`src/rtl/clmul_pkg.sv`:
```
package clmul_pkg;
  localparam int unsigned OP_W = 16;
  // generator with x^16 explicit, and floor(x^31 / generator)
  localparam logic [OP_W:0]   GEN_POLY = 17'h11021;
  localparam logic [OP_W-1:0] GEN_INV  = 16'h8898;
endpackage

```
`src/rtl/gf2_mul_array.sv`:
```
// Carryless AND/XOR product, emitting only bits LO .. LO+OW-1.
module gf2_mul_array #(
  parameter int unsigned AW = 16,
  parameter int unsigned BW = 16,
  parameter int unsigned LO = 0,
  parameter int unsigned OW = AW + BW - 1
) (
  input  logic [AW-1:0] a_i,
  input  logic [BW-1:0] b_i,
  output logic [OW-1:0] p_o
);
  for (genvar k = 0; k < OW; k++) begin : g_bit
    localparam int K = int'(LO) + k;
    logic [AW-1:0] term;
    for (genvar i = 0; i < AW; i++) begin : g_term
      if ((K - i) >= 0 && (K - i) < int'(BW)) begin : g_on
        assign term[i] = a_i[i] & b_i[K-i];
      end else begin : g_off
        assign term[i] = 1'b0;
      end
    end
    // reduction XOR maps to a balanced tree
    assign p_o[k] = ^term;
  end
endmodule

```
`src/rtl/gf2_barrett_reduce.sv`:
```
// Reduce a (2W-1)-bit carryless product modulo a degree-W generator.
module gf2_barrett_reduce #(
  parameter int unsigned W = 16,
  parameter logic [W-1:0] POLY_LO = 16'h1021,
  parameter logic [W-1:0] INV = 16'h8898
) (
  input  logic [2*W-2:0] prod_i,
  output logic [W-1:0]   rem_o
);
  localparam int unsigned HW = W - 1;

  logic [HW-1:0] prod_hi;
  logic [HW-1:0] quot;
  logic [W-1:0]  qp_lo;

  assign prod_hi = prod_i[2*W-2:W];

  // quotient = (hi * INV) >> (W-1); only those bits are built
  gf2_mul_array #(.AW(HW), .BW(W), .LO(W-1), .OW(HW)) u_quot (
    .a_i(prod_hi), .b_i(INV), .p_o(quot)
  );

  // only the low W bits of quot*P survive; x^W term of P cannot reach them
  gf2_mul_array #(.AW(HW), .BW(W), .LO(0), .OW(W)) u_back (
    .a_i(quot), .b_i(POLY_LO), .p_o(qp_lo)
  );

  assign rem_o = prod_i[W-1:0] ^ qp_lo;
endmodule

```
`src/rtl/clmul_mod_poly.sv`:
```
module clmul_mod_poly #(
  parameter int unsigned W       = clmul_pkg::OP_W,
  parameter logic [W:0]  POLY    = clmul_pkg::GEN_POLY,
  parameter logic [W-1:0] INV    = clmul_pkg::GEN_INV,
  parameter bit          OUT_REG = 1'b1
) (
  input  logic         clk_i,
  input  logic         rst_ni,
  input  logic [W-1:0] a_i,
  input  logic [W-1:0] b_i,
  output logic [W-1:0] res_o
);
  localparam int unsigned PW = 2 * W - 1;

  logic [PW-1:0] prod;
  logic [W-1:0]  rem;

  gf2_mul_array #(.AW(W), .BW(W), .LO(0), .OW(PW)) u_prod (
    .a_i(a_i), .b_i(b_i), .p_o(prod)
  );

  gf2_barrett_reduce #(.W(W), .POLY_LO(POLY[W-1:0]), .INV(INV)) u_red (
    .prod_i(prod), .rem_o(rem)
  );

  if (OUT_REG) begin : g_reg
    logic [W-1:0] res_q;
    always_ff @(posedge clk_i or negedge rst_ni) begin
      if (!rst_ni) res_q <= '0;
      else         res_q <= rem;
    end
    assign res_o = res_q;
  end else begin : g_comb
    logic unused_clk;
    assign unused_clk = clk_i ^ rst_ni;
    assign res_o = rem;
  end
endmodule

```
`config.mk`:
```
export PLATFORM = sky130hd
export DESIGN_NAME = clmul_mod_poly
export DESIGN_NICKNAME = d
export VERILOG_FILES = /design/src/rtl/clmul_pkg.sv /design/src/rtl/gf2_mul_array.sv /design/src/rtl/gf2_barrett_reduce.sv /design/src/rtl/clmul_mod_poly.sv
export SDC_FILE = /design/constraint.sdc
export NUM_CORES = 1
export LEC_CHECK = 0
export ABC_AREA = 1
export BUFFER_PORTS_ARGS = -buffer_cell sky130_fd_sc_hd__buf_2
export CAP_MARGIN = 0
export CORE_AREA = 2 2 111 220
export CTS_CLUSTER_DIAMETER = 120
export DETAILED_ROUTE_END_ITERATION = 8
export DIE_AREA = 0 0 113 222
export GPL_TIMING_DRIVEN = 1
export PLACE_DENSITY_LB_ADDON = 0.1
export SLEW_MARGIN = 20
export SYNTH_ARGS = -nofsm -noshare
export SYNTH_HDL_FRONTEND = slang
export SYNTH_SLANG_ARGS = --single-unit
export TNS_END_PERCENT = 20
```
`constraint.sdc`:
```
create_clock -name clk_i -period 0.8 [get_ports clk_i]
set_input_delay 0.04 -clock clk_i [delete_from_list [all_inputs] [get_ports clk_i]]
set_output_delay 0.04 -clock clk_i [all_outputs]
set_load 0.01 [all_outputs]
```
==> results.md <==
Worst setup path:
- The worst setup path is captured at a register.
- For the worst setup path, the data required time is ~0.94 ns.
- For the worst setup path, the data arrival time is 1.60 ns.
- The biggest cell delay along the critical path is 0.20 ns.
- The highest net fanout along the worst path is 6.
- The signal on the critical path passes through buf_12 -> buf_12 -> buf_12 -> nand2_4 -> inv_2 -> nand2_1 -> nand2_2 -> nand2_2 -> buf_6 -> nand3_4 -> nand2_2 -> nand2_4 -> nand2_8 -> xor2_4 -> nand3_1 -> nand2_1 -> inv_1.
- STA classifies the critical path startpoint as an input port.
- Among all stages on the critical path, the largest delay is contributed by sky130_fd_sc_hd__xor2_4.
- The worst setup path is of the input port to register kind.

Routing:
- The detailed-routing iteration count for the pre-antenna-repair pass is 7.
- The final layout contains routed wiring with a total length of 28200 um.
- In the final routed layout, each cell accounts on average for approximately 16 um.
- The average vias per placed instance is 4.70.
- The remaining number of nets flagged by the antenna check after routing is 0.
- After the first detailed-routing iteration, the DRC count stood at 287.
- For this run, design rule violations remaining after detail routing come to 1.
- For this block, the via count after detailed routing is about 8400.

Synth:
- The most repeated cell in the gate-level netlist after synthesis is sky130_fd_sc_hd__nand2_1.
- By area the synthesized netlist is led by sky130_fd_sc_hd__nand2_1, sky130_fd_sc_hd__xnor2_1, sky130_fd_sc_hd__nand3_1, sky130_fd_sc_hd__inv_1, sky130_fd_sc_hd__xor2_1.
- Counting every net in the synthesized netlist gives 1391.
- By count the netlist is led by sky130_fd_sc_hd__nand2_1, sky130_fd_sc_hd__inv_1, sky130_fd_sc_hd__nand3_1.
- Of the post-synthesis cell area, the dominant cell type holds 0.441.
- After synthesis the netlist holds a flip-flop and latch count of 16.
- The dominant cell type by area after synthesis is sky130_fd_sc_hd__nand2_1.
- The most used flip-flop cell after synthesis is sky130_fd_sc_hd__dfrtp_1.
- In this run, synthesis inferred 0 flip-flops with an integrated enable.
- The number of instances in the synthesized netlist is 1357.
- During synthesis, Yosys emitted a total of 0 warnings.
- The fraction of registers with async set or reset after synthesis is 1.00.
- The netlist uses 25 different library cells.
- For this run, the register share of the synthesized area comes to 0.0580.
- The synthesized area is between 6000 and 7000 um2.
- After synthesis, the mean cell area works out to 5.09 um2.

Placed design:
- Summed over all nets, the half-perimeter wirelength after detailed placement is 20600 um.
- The placer congestion estimate is 0.829.
- The total instance count after detailed placement is 1755.
- Buffers placed on the I/O ports in this run total 49.

Finish:
- The repair_antennas step left the layout with diodes totalling 0.
- The final non-filler cell total is 1784.
- At the end of the flow the core is filled with cells to 0.457.
- The ratio of cells with drive above 1 in the final layout is 0.382.
- The relative area change from synthesis to final layout is 54.3%.
- The net count of the finished layout is 1536.
- The register with the most flip-flops in the layout has 16 of them.

Power:
- The overall power is 13500 uW.
- The power density of the placed cells is 1270 nW/um2.
- The worst-case IR drop observed on VDD is 0.00101 V.
- The static power due to leakage is about 0.0060 uW.

Floorplan:
- The die boundary height is 222 um.
- The floorplan has 79 rows.
- The effective utilization at floorplan is 0.296.
- The core region is 23300 um2.
- The die covers around 25000 um2.
- During I/O placement, the number of pins put on the boundary was 50.
- The die width is between 100 and 150 um.

Timing:
- Based on the critical path, the design can be clocked at up to 687 MHz.
- The final-report setup violation count is 16.
- The number of pins with negative max-slew slack in the final report was 0.
- The transition at the pin with the smallest max-transition slack is 0.401 ns.
- The number of hold violations in the final report is 0.
- The worst pin sits at a relative slew slack of 0.732.
- The minimum setup slack in the final design is -0.656 ns.
- Setup total negative slack on the finished layout was measured at -9.92 ns.
- For the finished layout, the period the worst path requires is around 1.5 ns.
- Hold is met by 0.228 ns.
- Setup repair after global routing could not meet its margin everywhere.
- The share of the clock period used by the worst path after layout is 1.82.

Run:
- The number of violations of the max-capacitance limit is 0.

Global routing:
- Entering global routing, the biggest net connects 17 pins.
- The initial antenna violation count is 0.
- The number of global-route vias before repair is about 8100.
- The overall track demand over capacity in global routing is 0.211.
- The remaining global-route overflow is 0.
- The first-pass GRT wire length is 41500 um.

Clocking:
- The number of clock buffers inserted by TritonCTS is 3.
- The worst-case clock buffer depth is 2.
- The clock slew at the register clock pins of the worst setup and hold paths is roughly 0.05 ns.
- The H-tree level count is 1.
- The clock tree from TritonCTS is done.
- The clock sink count is 16.
- The cell chosen for the clock root is sky130_fd_sc_hd__clkbuf_16.

Run status:
- The checks that failed: design-rule violations, negative setup slack.
- The run finished, with violations left.

Hold path:
- The type of the most critical hold path is input port to async pin.
==> stage by stage <==
step / cell area, um2 / setup WS, ns
2_1_floorplan: 7210 / -0.576
3_3_place_gp: 8560 / -1.10
3_5_place_dp: 8560 / -1.12
4_1_cts: 9470 / -0.651
5_1_grt: 10700 / -0.779
6_report: 10700 / -0.656
==> power by group <==
part	internal (uW)	leakage, uW	switching, uW
clock	758	0.0000442	296
sequential	1210	0.000188	101
combinational	4590	0.00580	6560
==> worst max-delay path: cells and delay by family <==
| family | cells | cell delay (ns) |
|---|---|---|
| xor gates and xnor gates | 1 | 0.20 |
| buffers and inverters | 6 | 0.60 |
| and+or+nand+nor | 10 | 0.77 |
==> cell families (layout without fill, tap and decap cells) <==
kind of cell | count (synthesis) | count (layout) | share of synthesized area
xor+xnor | 149 | 149 | 0.201
flops | 16 | 16 | 0.0580
buf+inv | 208 | 352 | 0.157
simple gates | 984 | 984 | 0.584
==> path summary, 6_finish.rpt <==
path / startpoint / endpoint / slack [ns]
worst max-delay path: a_i[14] / res_o[9] / -0.66
worst min-delay path: rst_ni / res_o[11] / 0.23
max in group asynchronous: rst_ni / res_o[6] / 0.32
min in group clk_i: a_i[0] / res_o[0] / 0.40
==> routing by layer <==
metal,vias to the layer above,part of all wire,GRT usage
li1,4299,-,-
met1,3866,0.34,0.204
met2,135,0.57,0.436
met3,78,0.019,0.00765
met4,0,0.075,0.0999
met5,-,0,0
==> cells in the final DEF, fill, tap and decap left out, types with 2 or more instances in the layout <==
master	synthesis	routed
sky130_fd_sc_hd__xor2_4	2	6
sky130_fd_sc_hd__clkbuf_16	0	11
sky130_fd_sc_hd__nor2_2	0	5
sky130_fd_sc_hd__nor2_1	12	4
sky130_fd_sc_hd__nand2_8	0	4
sky130_fd_sc_hd__buf_12	1	38
sky130_fd_sc_hd__nand3_1	107	67
sky130_fd_sc_hd__buf_4	21	103
sky130_fd_sc_hd__xnor2_4	0	3
sky130_fd_sc_hd__clkbuf_4	0	3
sky130_fd_sc_hd__xnor2_2	4	29
sky130_fd_sc_hd__nand2_1	812	614
sky130_fd_sc_hd__nand3b_1	8	8
sky130_fd_sc_hd__nand2_4	5	52
sky130_fd_sc_hd__inv_2	2	23
sky130_fd_sc_hd__nand2_2	30	177
sky130_fd_sc_hd__buf_6	24	20
sky130_fd_sc_hd__dfrtp_1	16	16
sky130_fd_sc_hd__inv_1	142	119
sky130_fd_sc_hd__buf_2	14	23
sky130_fd_sc_hd__nand3_2	6	31
sky130_fd_sc_hd__nand3_4	0	15
sky130_fd_sc_hd__buf_16	0	5
sky130_fd_sc_hd__nor2_4	0	3
sky130_fd_sc_hd__buf_8	1	2
sky130_fd_sc_hd__xnor2_1	91	63
sky130_fd_sc_hd__xor2_2	2	14
sky130_fd_sc_hd__inv_4	0	2
sky130_fd_sc_hd__nand4_1	2	2
sky130_fd_sc_hd__xor2_1	50	34
==> layout make-up <==
class                      count  area [um2]
clock buffer                   4        88.8
fill                        2478       12700
inverter                     144         546
multi-input combinational   1133        6960
sequential                    16         400
tap                          283         354
timing repair buffer         204        2310
==> timing repair <==
action	4_1_cts	5_1_grt
pin swaps	74	117
setup endpoints to repair	19	21
hold buffers	1	0
cloned	6	8
endpoints found under the hold margin	16	0
buffers inserted	5	5
gates resized for setup	163	246
Power figures use the tool's default switching activity.
